$ cat src/rtl/evt_pkg.sv
package evt_pkg;
  localparam int unsigned OFF_CAPLO  = 'h000;
  localparam int unsigned OFF_PERIOD = 'h004;
  localparam int unsigned OFF_CFG    = 'h010;
  localparam int unsigned OFF_STAT   = 'h020;
  localparam int unsigned OFF_CNTLO  = 'h0F0;
  localparam int unsigned OFF_CNTHI  = 'h0F4;

  typedef enum logic [3:0] {
    RG_CAPLO,
    RG_PERIOD,
    RG_CFG,
    RG_STAT,
    RG_CNTLO,
    RG_CNTHI,
    RG_CHAN,
    RG_NONE
  } region_e;
endpackage

$ cat src/rtl/evt_counter.sv
module evt_counter #(
  parameter int W = 64
) (
  input  logic         clk,
  input  logic         rst_n,
  input  logic         run,
  input  logic         ld_lo,
  input  logic         ld_hi,
  input  logic [31:0]  ld_data,
  output logic [W-1:0] q
);
  logic [W-1:0] q_d;

  always_comb begin
    q_d = q;
    if (ld_lo)      q_d = {q[W-1:32], ld_data};
    else if (ld_hi) q_d = {ld_data, q[31:0]};
    else if (run)   q_d = q + {{(W-1){1'b0}}, 1'b1};
  end

  always_ff @(posedge clk or negedge rst_n) begin
    if (!rst_n)                   q <= '0;
    else if (ld_lo || ld_hi || run) q <= q_d;
  end
endmodule

$ cat src/rtl/evt_decode.sv
module evt_decode
  import evt_pkg::*;
#(
  parameter int ADDR_W  = 10,
  parameter int NUM_CH  = 3,
  parameter int CH_BASE = 'h100,
  localparam int CH_W   = (NUM_CH > 1) ? $clog2(NUM_CH) : 1,
  localparam int SLOT_W = ADDR_W - 5
) (
  input  logic [ADDR_W-1:0] addr,
  output region_e           region,
  output logic [CH_W-1:0]   ch_idx,
  output logic [2:0]        ch_offs
);
  logic [SLOT_W-1:0] slot;
  logic [ADDR_W-1:0] waddr;

  assign waddr   = {addr[ADDR_W-1:2], 2'b00};
  assign slot    = addr[ADDR_W-1:5] - SLOT_W'(CH_BASE >> 5);
  assign ch_idx  = slot[CH_W-1:0];
  assign ch_offs = addr[4:2];

  always_comb begin
    region = RG_NONE;
    if (waddr >= ADDR_W'(CH_BASE)) begin
      if (slot < SLOT_W'(NUM_CH)) region = RG_CHAN;
    end else begin
      case (waddr)
        ADDR_W'(OFF_CAPLO):  region = RG_CAPLO;
        ADDR_W'(OFF_PERIOD): region = RG_PERIOD;
        ADDR_W'(OFF_CFG):    region = RG_CFG;
        ADDR_W'(OFF_STAT):   region = RG_STAT;
        ADDR_W'(OFF_CNTLO):  region = RG_CNTLO;
        ADDR_W'(OFF_CNTHI):  region = RG_CNTHI;
        default:             region = RG_NONE;
      endcase
    end
  end
endmodule

$ cat src/rtl/evt_rdmux.sv
module evt_rdmux
  import evt_pkg::*;
#(
  parameter int NUM_CH = 3,
  parameter logic [15:0] VENDOR = 16'h8086,
  parameter logic [31:0] TICK_FS = 32'd10_000_000,
  localparam int CH_W = (NUM_CH > 1) ? $clog2(NUM_CH) : 1
) (
  input  region_e              region,
  input  logic [CH_W-1:0]      ch_idx,
  input  logic [1:0]           cfg,
  input  logic [63:0]          cnt,
  input  logic [NUM_CH*32-1:0] ch_rdata,
  output logic [31:0]          data
);
  localparam logic [31:0] CAP_WORD =
    {VENDOR, 1'b1, 1'b0, 1'b1, 5'(NUM_CH - 1), 8'h01};

  logic [31:0] ch_word;

  always_comb begin
    ch_word = '0;
    for (int i = 0; i < NUM_CH; i++) begin
      if (ch_idx == CH_W'(i)) ch_word = ch_rdata[i*32 +: 32];
    end
  end

  always_comb begin
    case (region)
      RG_CAPLO:  data = CAP_WORD;
      RG_PERIOD: data = TICK_FS;
      RG_CFG:    data = {30'd0, cfg};
      RG_CNTLO:  data = cnt[31:0];
      RG_CNTHI:  data = cnt[63:32];
      RG_CHAN:   data = ch_word;
      default:   data = '0;
    endcase
  end
endmodule

$ cat src/rtl/evt_regfile.sv
module evt_regfile
  import evt_pkg::*;
#(
  parameter int ADDR_W  = 10,
  parameter int NUM_CH  = 3,
  parameter int CH_BASE = 'h100,
  parameter logic [15:0] VENDOR  = 16'h8086,
  parameter logic [31:0] TICK_FS = 32'd10_000_000,
  localparam int CH_W = (NUM_CH > 1) ? $clog2(NUM_CH) : 1
) (
  input  logic                 clk,
  input  logic                 rst_n,
  input  logic                 req_valid,
  input  logic                 req_write,
  input  logic [ADDR_W-1:0]    req_addr,
  input  logic [31:0]          req_wdata,
  output logic [31:0]          rd_data,
  output logic [63:0]          count,
  output logic                 glb_en,
  output logic                 glb_legacy,
  output logic                 cnt_wr_err,
  output logic [NUM_CH-1:0]    ch_sel,
  output logic                 ch_wr,
  output logic                 ch_rd,
  output logic [2:0]           ch_offs,
  output logic [31:0]          ch_wdata,
  input  logic [NUM_CH*32-1:0] ch_rdata,
  input  logic [NUM_CH-1:0]    ch_cmp_max,
  output logic [NUM_CH-1:0]    ch_arm
);
  region_e         region;
  logic [CH_W-1:0] ch_idx;
  logic [31:0]     rd_mux;
  logic [1:0]      cfg_q, cfg_d;
  logic [31:0]     rd_q, rd_d;
  logic [NUM_CH-1:0] arm_q, arm_d;
  logic            err_q, err_d;
  logic            wr_req, rd_req, cfg_wr, ld_lo, ld_hi, cnt_ld, ch_hit;

  evt_decode #(.ADDR_W(ADDR_W), .NUM_CH(NUM_CH), .CH_BASE(CH_BASE)) u_dec (
    .addr(req_addr), .region(region), .ch_idx(ch_idx), .ch_offs(ch_offs)
  );

  evt_counter #(.W(64)) u_cnt (
    .clk(clk), .rst_n(rst_n), .run(cfg_q[0]), .ld_lo(ld_lo), .ld_hi(ld_hi),
    .ld_data(req_wdata), .q(count)
  );

  evt_rdmux #(.NUM_CH(NUM_CH), .VENDOR(VENDOR), .TICK_FS(TICK_FS)) u_rmx (
    .region(region), .ch_idx(ch_idx), .cfg(cfg_q), .cnt(count),
    .ch_rdata(ch_rdata), .data(rd_mux)
  );

  assign wr_req = req_valid && req_write;
  assign rd_req = req_valid && !req_write;
  assign cfg_wr = wr_req && (region == RG_CFG);
  assign ld_lo  = wr_req && (region == RG_CNTLO);
  assign ld_hi  = wr_req && (region == RG_CNTHI);
  assign cnt_ld = ld_lo || ld_hi;
  assign ch_hit = req_valid && (region == RG_CHAN);

  assign ch_wr    = ch_hit && req_write;
  assign ch_rd    = ch_hit && !req_write;
  assign ch_wdata = req_wdata;

  for (genvar g = 0; g < NUM_CH; g++) begin : g_sel
    assign ch_sel[g] = ch_hit && (ch_idx == CH_W'(g));
  end

  always_comb begin
    cfg_d = cfg_wr ? req_wdata[1:0] : cfg_q;
    rd_d  = rd_req ? rd_mux : rd_q;
    err_d = cnt_ld && cfg_q[0];
    arm_d = (cfg_wr && req_wdata[0] && !cfg_q[0]) ? ~ch_cmp_max : '0;
  end

  always_ff @(posedge clk or negedge rst_n) begin
    if (!rst_n) begin
      cfg_q <= '0;
      rd_q  <= '0;
      err_q <= 1'b0;
      arm_q <= '0;
    end else begin
      cfg_q <= cfg_d;
      rd_q  <= rd_d;
      err_q <= err_d;
      arm_q <= arm_d;
    end
  end

  assign rd_data    = rd_q;
  assign glb_en     = cfg_q[0];
  assign glb_legacy = cfg_q[1];
  assign cnt_wr_err = err_q;
  assign ch_arm     = arm_q;


  cnt_hold_chk: assert property (@(posedge clk) disable iff (!rst_n)
    (!glb_en && !cnt_ld) |=> $stable(count));

  cnt_step_chk: assert property (@(posedge clk) disable iff (!rst_n)
    (glb_en && !cnt_ld) |=> (count == $past(count) + 64'd1));

  err_src_chk: assert property (@(posedge clk) disable iff (!rst_n)
    cnt_wr_err |-> $past(glb_en));

  arm_rise_chk: assert property (@(posedge clk) disable iff (!rst_n)
    (|ch_arm) |-> $rose(glb_en));

  sel_onehot_chk: assert property (@(posedge clk) disable iff (!rst_n)
    $onehot0(ch_sel));

  unmapped_rd_chk: assert property (@(posedge clk) disable iff (!rst_n)
    (rd_req && region == RG_NONE) |=> (rd_data == 32'd0));
endmodule

$ cat config.mk
export PLATFORM = sky130hd
export DESIGN_NAME = evt_regfile
export DESIGN_NICKNAME = d
export VERILOG_FILES = /design/src/rtl/evt_pkg.sv /design/src/rtl/evt_counter.sv /design/src/rtl/evt_decode.sv /design/src/rtl/evt_rdmux.sv /design/src/rtl/evt_regfile.sv
export SDC_FILE = /design/constraint.sdc
export NUM_CORES = 1
export LEC_CHECK = 0
export ABC_AREA = 1
export BUFFER_PORTS_ARGS = -buffer_cell sky130_fd_sc_hd__buf_4
export CORE_UTILIZATION = 32
export DETAILED_ROUTE_END_ITERATION = 7
export MAX_ROUTING_LAYER = met4
export PLACE_DENSITY = 0.6
export REMOVE_ABC_BUFFERS = 1
export SYNTH_ARGS = -nofsm -noshare
export SYNTH_HDL_FRONTEND = slang
export SYNTH_HIERARCHICAL = 1
export SYNTH_SLANG_ARGS = --single-unit
export TNS_END_PERCENT = 20
$ cat constraint.sdc
create_clock -name clk -period 3.7 [get_ports clk]
set_clock_uncertainty 0.15 [all_clocks]
set_input_delay 0 -clock clk [delete_from_list [all_inputs] [get_ports clk]]
set_output_delay 0 -clock clk [all_outputs]
set_load 0.05 [all_outputs]
==> results.md <==
* Max Freq at 318 MHz
* Largest net degree at the start of global routing at 57
* R2R setup slack at 1120 ps
* Ys flop type: dfrtp_1
* Grt total ovfl at 0
* Mux contribution to synthesized area at 0%
* Initial Utilization at 32.7%
* Clock insertion delay at the later pin of the skew report at 370 ps
* Worst-case reg-to-reg path depth at 7
* Setup bufs post-CTS at 0
* Routed Antenna Nets at 0
* TritonCTS Buffers at 9
* Detailed Route WL at 38000 um
* Pwr Density at 227 nW/um^2
* Synthesized flop and latch total at 102
* H-tree depth at 3
* Initial antenna violation count at 0
* DR pass1 iterations at 6
* Commonest cells in the netlist: 606 x nand2_1, 194 x nor2_1, 187 x nand3_1
* DIE HEIGHT at 168 um
* Crit-path cells: dlygate4sd3_1 -> buf_4 -> nand2_4 -> nor2_1 -> nand2_1 -> nor2_1 -> inv_1 -> a21oi_4 -> inv_1 -> buf_4 -> nand2_1 -> a21oi_1 -> o21ai_0 -> o21ai_0
* Via/cell ratio at 4.89
* Fraction of layout cells with a size suffix above 1 at 20.2%
* P_leak at 0.00653 uW
* Critical path's slowest cell: a21oi_4
* Fill count at 2953
* Synth Area in XOR/XNOR at 0.296%
* HPWL Detailed at 27600 um
* CTS root buffer: clkbuf_16
* Most common cell in the netlist: nand2_1
* Place WS at 531 ps
* Core footprint at 27100 um^2
* Vias in the first global route at 10200
* Critical Path Fanout Max at 35
* Outcome: complete, no violations
* Ant. Diodes at 0
* Worst hold path startpoint: ch_rdata[42]
* Die Wd at 168 um
* Reg-to-Reg Start: cfg_q[0]$_DFFE_PN0P_
* Gpl congestion at 0.962
* I/O Buffers at 284
* Cell area after synthesis at 8870 um^2
* All-Layer GR Usage at 27.3%
* Worst hold path class: input pin to flip-flop
* Vias at 10800
* Nets at 1989
* Std cell rows at 60
* Synth warnings at 6
* Final worst slack at 552 ps
* Final hold vios at 0
* Critical path's top delay family: buffers and inverters
* CP Data Required Time at 3790 ps
* Clock sink total at 102
* Cells after Synth at 1517
* Top cell type by total area after synthesis: dfrtp_1
* First-pass GRT wire length at 57800 um
* Pins Over Slew Limit at 0
* Arr. time, crit path at 3240 ps
* Synth unique cells at 40
* Hold depth at 7
* RSZ-0062 raised after global routing: no
* Setup-failing EPs final at 0
* WS Path Type: input pin to flip-flop
* Reg clk slew, reported paths at 80 ps
* Critical Path Max Stage Delay at 650 ps
* Compound-Gate Fraction of Synth Area at 6.25%
* Final core utilization at 45.8%
* Clock buffer depth at 2
* Dominant cells by area after synthesis: dfrtp_1 29%, nand2_1 26%, nand3_1 11%, nor2_1 8.2%, inv_1 5.8%
* Max-cap violation count at 0
* Post-Synth Simple-Gate Area at 51.8%
* P&R area growth vs syn at 39.9%
* # DRC at 0
* Critical Path Source Type: input pin
* Reg-to-reg endpoint: u_cnt/q[9]$_DFFE_PN0P_
* CP Capture Type: flip-flop
* I/O Pins at 287
* Post-synth top area share at 28.8%
* Largest family of logic cells by synthesized area: simple AND/OR/NAND/NOR gates
* Tmin final at 3150 ps
* Area share of fa/ha/maj cells after synthesis at 0.141%
* 1st-iter DRT viols at 814
* Hold Path Sink: rd_data[10]$_DFFE_PN0P_
* CTS tree: done
* Slew @ Worst Pin at 797 ps
* Final Power at 2820 uW
* Slew margin rel. at 46.8%
* CP Buf/Inv Count at 5
* Syn_area_per_cell at 5.85 um^2
* Post-synthesis sequential area ratio at 28.8%
* Die area at 28400 um^2
* WL per Instance at 17.1 um
* Number of enable flip-flop cells after synthesis at 0
* Worst vdd ir at 158 uV
* Final period utilization at 85.1%
* FFs w/ async S/R, synth at 100%
[routing by layer]
layer,wire (um),share of wire [%],GRT usage (%),up-vias
met5,0,0,-,-
li1,-,-,-,5371
met1,16500,43,34.0,5024
met3,2510,6.6,4.93,58
met2,18300,48,45.4,395
met4,698,1.8,6.88,0
[cell usage in the layout, fill, tap and decap left out, types with 2 or more instances in the layout]
cell,n
nand2_1,606
buf_4,301
nor2_1,191
nand3_1,187
inv_1,138
dlygate4sd3_1,109
dfrtp_1,102
a21oi_1,33
o21ai_0,24
nand4_1,22
nor2_2,18
o21ai_1,18
nor2_4,11
nand2_2,11
o211ai_1,11
clkbuf_16,9
nand3b_1,7
inv_2,6
nor3_1,6
nand2_4,5
and2_1,3
clkinv_4,2
clkbuf_1,2
o22ai_1,2
a31oi_1,2
a21o_1,2
nor2_8,2
xor2_1,2
[registers in the layout, indices dropped and copies added, names as in the netlist]
register / count
cfg_q: 2
ch_arm: 3
cnt_wr_err: 1
rd_data: 32
u_cnt/q: 64
[layout make-up]
type / count / area, um^2 / area share, %
Timing Repair Buffer: 410 / 3350 / 27.0
Clock buffer: 11 / 233 / 1.88
Sequential cell: 102 / 2550 / 20.6
Multi-Input combinational cell: 1175 / 5200 / 41.9
Tap cell: 372 / 465 / 3.75
Inverter: 145 / 544 / 4.39
Clock inverter: 5 / 60.1 / 0.484
[worst max-delay path by stage]
stage | from | to | slack [ps] | depth (start not counted)
floorplan | req_addr[9] | u_cnt/q[5]$_DFFE_PN0P_ | -20 | 16
global placement | req_addr[3] | u_cnt/q[9]$_DFFE_PN0P_ | 600 | 18
detailed placement | req_addr[3] | u_cnt/q[9]$_DFFE_PN0P_ | 530 | 18
CTS | req_valid | u_cnt/q[11]$_DFFE_PN0P_ | 630 | 12
global route | req_valid | u_cnt/q[9]$_DFFE_PN0P_ | 270 | 14
finish | req_valid | u_cnt/q[9]$_DFFE_PN0P_ | 550 | 14
[cells by family after synthesis]
family,after synthesis
buffers and inverters,240
other,1
AND/OR/NAND/NOR,1072
adder cells (fa/ha/maj),1
AO/OA/AOI/OAI,98
XOR/XNOR,3
flip-flops,102
[worst reg2reg max path, cell delays in order, from the launching register on]
cell and delay, ps:
dfrtp_1 460, a21oi_4 680, inv_1 490, buf_4 340, nand2_1 100, a21oi_1 60, o21ai_0 80, o21ai_0 100
[stage by stage]
| stage | TNS, ps | area, um^2 | instances | hold WS [ps] |
|---|---|---|---|---|
| detailed placement | 0 | 11000 | 2095 | -43.2 |
| global placement | 0 | 11000 | 2095 | -33.2 |
| floorplan | -25.1 | 8290 | 1422 | -446 |
| CTS | 0 | 12400 | 2220 | 13.8 |
| finish | 0 | 12400 | 2220 | 7.92 |
| global route | 0 | 12400 | 2220 | 91.7 |
[timing repair]
item,CTS,global route
hold buffers,109,0
hold endpoints to repair,154,0
resized for setup,0,0
[report_power, final]
part / internal [uW] / leakage, uW / total, uW / switching (uW)
clock network: 528 / 0.000140 / 998 / 470
registers: 1130 / 0.00140 / 1170 / 36.3
logic: 285 / 0.00500 / 655 / 370
Power figures use the tool's default switching activity.
